==> config.mk <==
export PLATFORM = sky130hd
export DESIGN_NAME = sem_cell
export DESIGN_NICKNAME = d
export VERILOG_FILES = /design/src/rtl/sem_cell_pkg.sv /design/src/rtl/sem_counter.sv /design/src/rtl/sem_waitlist.sv /design/src/rtl/sem_cell.sv
export SDC_FILE = /design/constraint.sdc
export NUM_CORES = 1
export LEC_CHECK = 0
export BUFFER_PORTS_ARGS = -buffer_cell sky130_fd_sc_hd__buf_2
export CAP_MARGIN = 40
export CORE_MARGIN = 10
export CORE_UTILIZATION = 52
export DETAILED_ROUTE_END_ITERATION = 12
export PLACE_DENSITY = 0.85
export SYNTH_ARGS = -nofsm -noshare
export SYNTH_HDL_FRONTEND = slang
export SYNTH_SLANG_ARGS = --single-unit
==> constraint.sdc <==
create_clock -name clk -period 7.1 [get_ports clk]
set_input_delay 1.42 -clock clk [delete_from_list [all_inputs] [get_ports clk]]
set_output_delay 1.42 -clock clk [all_outputs]
set_load 0.01 [all_outputs]
==> src/rtl/sem_cell_pkg.sv <==
package sem_cell_pkg;

   typedef enum logic [2:0] {
      VW_RAW      = 3'd0,
      VW_TAG      = 3'd1,
      VW_Q_WAIT   = 3'd2,
      VW_Q_TRY    = 3'd3,
      VW_SEM_WAIT = 3'd4,
      VW_SEM_TRY  = 3'd5
   } sem_view_e;

   // tag word bit positions, shared with the queue cell
   localparam int unsigned TAG_E_POS    = 0;
   localparam int unsigned TAG_F_POS    = 1;
   localparam int unsigned TAG_T_POS    = 16;
   localparam int unsigned TAG_TYPE_POS = 17;

   typedef struct packed {
      logic t;
      logic f;
      logic e;
   } sem_tag_t;

endpackage

==> src/rtl/sem_counter.sv <==
module sem_counter #(
   parameter int unsigned COUNT_W  = 16,
   parameter bit          SATURATE = 1'b1
) (
   input  logic               clk,
   input  logic               rst_n,
   input  logic               inc,
   input  logic               dec,
   output logic [COUNT_W-1:0] count
);
   localparam logic [COUNT_W-1:0] CNT_MAX = {COUNT_W{1'b1}};

   logic at_cap;

   generate
      if (COUNT_W < 2) begin : g_bad_width
         $error("sem_counter: COUNT_W must be at least 2");
      end
      if (SATURATE) begin : g_sat
         assign at_cap = (count == CNT_MAX);
      end else begin : g_wrap
         assign at_cap = 1'b0;
      end
   endgenerate

   always_ff @(posedge clk) begin
      if (!rst_n) begin
         count <= '0;
      end else if (inc) begin
         if (!at_cap) count <= count + 1'b1;
      end else if (dec) begin
         count <= count - 1'b1;
      end
   end

   AST_INC_DEC_EXCL: assert property (@(posedge clk) disable iff (!rst_n)
      !(inc && dec));
   AST_DEC_STEP: assert property (@(posedge clk) disable iff (!rst_n)
      (dec && !inc) |=> (count == $past(count) - 1'b1));
   AST_INC_STEP: assert property (@(posedge clk) disable iff (!rst_n)
      (inc && $past(1'b1) && count != CNT_MAX) |=> (count == $past(count) + 1'b1));

   generate
      if (SATURATE) begin : g_sat_chk
         AST_SAT_HOLD: assert property (@(posedge clk) disable iff (!rst_n)
            (inc && count == CNT_MAX) |=> (count == CNT_MAX));
      end
   endgenerate

endmodule

==> src/rtl/sem_waitlist.sv <==
module sem_waitlist #(
   parameter int unsigned NUM_REQ = 8,
   localparam int unsigned ID_W   = $clog2(NUM_REQ)
) (
   input  logic               clk,
   input  logic               rst_n,
   input  logic               block_en,
   input  logic [ID_W-1:0]    block_id,
   input  logic               wake_all,
   output logic [NUM_REQ-1:0] mask,
   output logic [NUM_REQ-1:0] wake
);

   generate
      if (NUM_REQ < 2) begin : g_bad_req
         $error("sem_waitlist: NUM_REQ must be at least 2");
      end
      for (genvar i = 0; i < NUM_REQ; i++) begin : g_slot
         logic hit;
         assign hit = block_en && (block_id == ID_W'(i));
         always_ff @(posedge clk) begin
            if (!rst_n) begin
               mask[i] <= 1'b0;
               wake[i] <= 1'b0;
            end else begin
               wake[i] <= wake_all && mask[i];
               if (wake_all)  mask[i] <= 1'b0;
               else if (hit)  mask[i] <= 1'b1;
            end
         end
      end
   endgenerate

   AST_BLOCK_SET: assert property (@(posedge clk) disable iff (!rst_n)
      (block_en && !wake_all) |=> mask[$past(block_id)]);
   AST_BLOCK_KEEP: assert property (@(posedge clk) disable iff (!rst_n)
      (!wake_all) |=> ((mask & $past(mask)) == $past(mask)));
   AST_WAKE_CLEAR: assert property (@(posedge clk) disable iff (!rst_n)
      wake_all |=> (mask == '0 && wake == $past(mask)));
   AST_WAKE_QUIET: assert property (@(posedge clk) disable iff (!rst_n)
      (!wake_all) |=> (wake == '0));

endmodule

==> src/rtl/sem_cell.sv <==
module sem_cell
   import sem_cell_pkg::*;
#(
   parameter int unsigned  COUNT_W  = 16,
   parameter int unsigned  DATA_W   = 32,
   parameter int unsigned  NUM_REQ  = 8,
   parameter bit           SATURATE = 1'b1,
   localparam int unsigned ID_W     = $clog2(NUM_REQ)
) (
   input  logic               clk,
   input  logic               rst_n,
   input  logic               req_valid,
   input  logic               req_write,
   input  logic [2:0]         req_view,
   input  logic [ID_W-1:0]    req_id,
   input  logic [DATA_W-1:0]  req_wdata,
   output logic [DATA_W-1:0]  rsp_rdata,
   output logic               rsp_stall,
   output logic [NUM_REQ-1:0] blocked_mask,
   output logic [NUM_REQ-1:0] wake_pulse
);

   generate
      if (DATA_W < TAG_TYPE_POS + 1) begin : g_bad_data
         $error("sem_cell: DATA_W too narrow for the tag word");
      end
      if (COUNT_W > DATA_W) begin : g_bad_count
         $error("sem_cell: COUNT_W must not exceed DATA_W");
      end
   endgenerate

   logic               rd, wr, sem_view;
   logic               do_p, do_v, p_dec, p_block;
   logic [COUNT_W-1:0] count;
   sem_tag_t           tag_q;
   logic [DATA_W-1:0]  tag_word;
   logic               wdata_unused;

   assign rd       = req_valid && !req_write;
   assign wr       = req_valid &&  req_write;
   assign sem_view = (req_view == VW_SEM_WAIT) || (req_view == VW_SEM_TRY);
   assign do_p     = rd && sem_view;
   assign do_v     = wr && sem_view;
   assign p_dec    = do_p && (count != '0);
   assign p_block  = do_p && (req_view == VW_SEM_WAIT) && (count == '0);

   // V ignores its data; only three tag bits are ever taken from it
   assign wdata_unused = ^req_wdata;

   sem_counter #(
      .COUNT_W  (COUNT_W),
      .SATURATE (SATURATE)
   ) u_count (
      .clk   (clk),
      .rst_n (rst_n),
      .inc   (do_v),
      .dec   (p_dec),
      .count (count)
   );

   sem_waitlist #(
      .NUM_REQ (NUM_REQ)
   ) u_wait (
      .clk      (clk),
      .rst_n    (rst_n),
      .block_en (p_block),
      .block_id (req_id),
      .wake_all (do_v),
      .mask     (blocked_mask),
      .wake     (wake_pulse)
   );

   always_ff @(posedge clk) begin
      if (!rst_n) begin
         tag_q <= '0;
      end else if (wr && req_view == VW_TAG) begin
         tag_q.t <= req_wdata[TAG_T_POS];
         tag_q.f <= req_wdata[TAG_F_POS];
         tag_q.e <= req_wdata[TAG_E_POS];
      end
   end

   always_comb begin
      tag_word            = '0;
      tag_word[TAG_T_POS] = tag_q.t;
      tag_word[TAG_F_POS] = tag_q.f;
      tag_word[TAG_E_POS] = tag_q.e;
   end

   always_comb begin
      rsp_rdata = '0;
      if (rd) begin
         case (req_view)
            VW_RAW, VW_SEM_WAIT, VW_SEM_TRY: rsp_rdata = DATA_W'(count);
            VW_TAG:                          rsp_rdata = tag_word;
            VW_Q_WAIT, VW_Q_TRY:             rsp_rdata = '0;
            default:                         rsp_rdata = '1;
         endcase
      end
   end

   assign rsp_stall = p_block;

   AST_STALL_NO_COUNT: assert property (@(posedge clk) disable iff (!rst_n)
      rsp_stall |=> (count == '0));
   AST_TRY_NO_STALL: assert property (@(posedge clk) disable iff (!rst_n)
      (rd && req_view == VW_SEM_TRY) |-> !rsp_stall);
   AST_TYPE_FLAG_LOW: assert property (@(posedge clk) disable iff (!rst_n)
      (rd && req_view == VW_TAG) |-> !rsp_rdata[TAG_TYPE_POS]);
   AST_QUEUE_INERT: assert property (@(posedge clk) disable iff (!rst_n)
      (req_valid && (req_view == VW_Q_WAIT || req_view == VW_Q_TRY))
         |=> (count == $past(count) && tag_q == $past(tag_q)));
   AST_IDLE_QUIET: assert property (@(posedge clk) disable iff (!rst_n)
      (!rd) |-> (rsp_rdata == '0 && !rsp_stall));

endmodule

# Word level (Yosys, flattened, before mapping)
# Index checks and enable logic that the tools add are counted.
# totals
input_bits,42
output_inout_bits,49
ff_bits,35
# op_classes
n_reduce_logical,35
n_eq_ne,14
n_bitwise,1
mux,5
n_addsub,2
# op_table
cell,n
one-hot mux 32 bit (3 select lines),1
two-way mux 16 bit,3
two-way mux 32 bit,1
logical AND 1 bit,24
== test 3 bit (second input constant),6
adder 16 x 1 -> 16 bit (second input constant),1
== test 16 bit (second input constant),1
zero test 16 bit,1
nonzero test 16 bit,1
subtractor 16 x 1 -> 16 bit (second input constant),1
== test 3 x 2 -> 1 bit (second input constant),4
== test 3 x 1 -> 1 bit (second input constant),2
zero test 3 bit,2
OR reduction 2 bit,2
OR reduction 3 bit,1
inequality test 2 bit (second input constant),1
AND reduction 2 bit,1
nonzero test 2 bit,1
zero test 1 bit,1
logical OR 1 bit,1
inverter 1 bit,1

# Depth between registers and ports, before layout
# depth
ltp_word,6
depth_mapped,12

# Hierarchy
# From an unflattened synthesis, not the netlist that was laid out.
# unflattened
hier_cells,286
area_unflattened_um2,2394.8
# by_module_without_submodules
module,instances,cells_each,area_each_um2,seq_area_each_um2
sem_counter,1,166,1340.0,320.3
sem_cell,1,71,530.5,60.1
sem_waitlist,1,49,524.3,320.3

# Least setup slack after synthesis
# OpenSTA, ideal clock, no wires.
# synth_path
path_type,input -> output
start,in req_view[1]
end,out rsp_rdata[18]
path_slack_ps,3149
path_stages,4
path_buffers,1
required_time_ps,5680
arrival_ps,2531
path_cell_list,o21bai_1 -> nor2b_1 -> and2_1 -> buf_4
# synth_via
elab_chain_cells,4
# synth_rtl
item,line,source
"start, declared",sem_cell.sv:14,"input logic [2:0] req_view,"
== test 3 bit (tied with other cells),sem_cell.sv:93,case (req_view)
OR reduction 3 bit or OR reduction 2 bit (tied branches),sem_cell.sv:93,
one-hot mux 32 bit (3 select lines) (*),sem_cell.sv:93,
two-way mux 32 bit (*),sem_cell.sv:92,if (rd) begin
"end, declared",sem_cell.sv:17,"output logic [DATA_W-1:0] rsp_rdata,"
# Every way passes the cells marked *; elsewhere a longest branch is shown, timed or not.

# Worst setup path in the final report
# layout_path
start,in req_view[1]
end,out rsp_rdata[25]
# Same word-level chain as after synthesis.

==> impl_metrics.py <==
metrics = {
    "logic_synthesis": {
        "yosys_warnings": 0,
        "synth_seq_area_share": 0.3120,
        "synth_nets": 316,
        "netlist.area_leader.share": 0.3120,
        "ys.flop_type": "dfxtp_1",
        "yosys.area.top_type": "dfxtp_1",
        "synth_area_per_cell_sq_um": 8.705,
        "synth.area.top_cells": "dfxtp_1, ha_1, mux2i_1",
        "synth_cell_types": 40,
        "syn_inst": 258,
        "syn-cell-area_sq_um": 2246,
        "ys_ff_latch": 35,
        "synth-edff-count": 0,
        "async_flop_share": 0,
    },
    "critical_path": {
        "cp-end-kind": "primary output",
        "crit_type": "in -> out",
        "critPathSlowestCell": "nor2b_1",
        "critPathLaunchType": "primary input",
        "cp_max_fo": 15,
        "cp.required_ps": 5680,
        "path_cells": "buf_2 > o21bai_1 > nor2b_1 > buf_4 > and2_1 > buf_2",
        "critPathMostFrequentCell": "buf_2",
        "cp_top_family": "simple AND/OR/NAND/NOR gates",
        "crit_buf_inv": 3,
        "cpPeakStageDelay_ps": 510,
        "cp.arrival_ps": 3080,
    },
    "cts": {
        "clk_latency_ps": 300,
        "clockBufferDepth": 2,
        "root_buffer": "clkbuf_8",
        "path_clk_slew_ps": 70,
        "cts_tree": "yes",
        "cts_sinks": 35,
        "h-tree-depth": 2,
        "cts-resized-gates": 0,
        "cts-buffers-inserted": 5,
        "cts_hold_buf": 0,
        "cts_setup_buffers": 0,
    },
    "timing": {
        "worst_pin_slew_ps": 745.2,
        "finalHoldViolations": 0,
        "min_period_ps": 4496,
        "slew_violations": 0,
        "timing.fmax_mhz": 222.4,
        "clock_skew_ps": 8.746,
        "setup_viol": 0,
        "rsz0062_at_grt": "no",
        "period_share": 0.6333,
        "tns_ps": 0,
        "hold_ws_ps": 492.6,
        "maxSlewHeadroom": 0.5032,
    },
    "run": {
        "max_cap_viol_count": 0,
    },
    "grt": {
        "grt_use_met2": 0.2439,
        "grt_pass1_wl_mm": 9.239,
        "antenna_found_initial": 0,
        "use_met1": 0.1691,
        "gr-total-overflow": 0,
        "grt.total_usage": 0.1493,
        "grt_pass1_vias": 1962,
        "grtUsageMet3": 0.05960,
        "grt_max_degree": 31,
        "grt.busiest_layer": "met2",
    },
    "final_layout": {
        "multiInputGateArea_sq_um": 1388,
        "fillCellCount": 339,
        "antenna_cells": 0,
        "fin_area_sq_um": 2604,
        "ff_latch_area_sq_um": 700.7,
        "syn_to_final_growth_pct": 15.93,
        "layout-drive-gt1-share": 0.2532,
        "layout_commonest_cell": "buf_2",
        "layout_common_cells": "buf_2, dfxtp_1, nor2_1",
        "layoutNonFillerInstCount": 358,
        "final_nets": 366,
    },
    "placement": {
        "place_area_sq_um": 2497,
        "globalplace.congestion": 0.9067,
        "portBuffers": 61,
        "dpl.cell_count": 351,
        "hpwl_mm": 4.135,
    },
    "routing": {
        "finalWirelength_mm": 5.524,
        "first_iter_violations": 190,
        "postRouteAntennaNets": 0,
        "dr.pass1.iters": 4,
        "drc": 0,
        "routedWlPerCell_um": 15.43,
        "vias": 1992,
        "vias_per_cell": 5.564,
    },
    "pwr": {
        "power_leakage_nw": 1.224,
        "ir_worst_vdd_mv": 0.1555,
        "p_per_area_nw_per_um2": 232.5,
    },
    "die": {
        "start_util": 0.5496,
        "rows": 23,
        "core_sq_um": 4086,
        "die_height_um": 85.72,
        "io_pins": 91,
        "die_w_um": 85.72,
        "dieArea_sq_um": 7348,
    },
    "outcome": {
        "status": "finished clean",
    },
    "worst_hold_path": {
        "holdCritPathClass": "reg -> reg",
    },
}
sequential cells by signal, indices dropped and copies added (netlist names):
| signal | cells |
|---|---|
| u_count.count | 16 |
| tag_q | 3 |
| u_wait.mask | 8 |
| u_wait.wake | 8 |
final timing paths:
kind         slack [ps]           endpoint             start  depth (start not counted)
min                 490     u_wait.wake[1]    u_wait.mask[1]                          1
max reg2reg        4680  u_count.count[14]  u_count.count[0]                         10
min reg2reg         490     u_wait.wake[1]    u_wait.mask[1]                          1
max                2600      rsp_rdata[25]       req_view[1]                          6
logic make-up (layout without fill, tap and decap cells):
family                     count (synthesis)  count (layout)  synth area share
AOI/OAI and AO/OA                         58              58            0.1844
adders and majority gates                 16              16           0.09248
buffers and inverters                     26              76           0.07019
DFF                                       35              35            0.3120
xor gates and xnor gates                  14              14           0.05459
muxes                                     15              15           0.06741
and+or+nand+nor                           94              94            0.2189
per-layer routing:
metal / routed length [um] / vias up
li1: - / 1010
met1: 2336 / 896
met2: 2496 / 76
met3: 598 / 10
met4: 91 / 0
met5: 0 / -
synth_stat cells, types with 5 or more instances:
cell type,n
dfxtp_1,35
nand4_1,8
clkbuf_1,5
a21oi_1,14
nand2b_1,5
mux2i_1,14
nor2_1,21
nor2b_1,19
nand2_1,14
a21o_1,5
xnor2_1,10
buf_4,16
o21a_1,15
ha_1,15
nor4_1,6
and3_1,8
cell type report:
type | count | share of cell area
Clock buffer | 5 | 0.02643
Clock inverter | 2 | 0.01442
Inverter | 5 | 0.007208
Multi-Input combinational cell | 197 | 0.5329
Sequential cell | 35 | 0.2691
Tap cell | 50 | 0.02403
Timing Repair Buffer | 64 | 0.1259
report_power, final:
part | total (mW) | internal, mW | switching, mW | leakage (nW)
Sequential | 0.221 | 0.206 | 0.0147 | 0.283
Combinational | 0.207 | 0.0971 | 0.110 | 0.891
Clock | 0.177 | 0.103 | 0.0747 | 0.0502
Total | 0.605 | 0.406 | 0.199 | 1.22
metrics by stage:
step	total power, mW	utilization	setup WS, ps
after floorplan	0.3897	-	3149
after global routing	0.6386	0.6372	2415
after global placement	0.4207	0.6075	2411
after CTS	0.6033	0.6372	2580
final	0.6053	0.6372	2604
after detailed placement	0.4287	0.6111	2389
(Power assumes the default switching activity.)
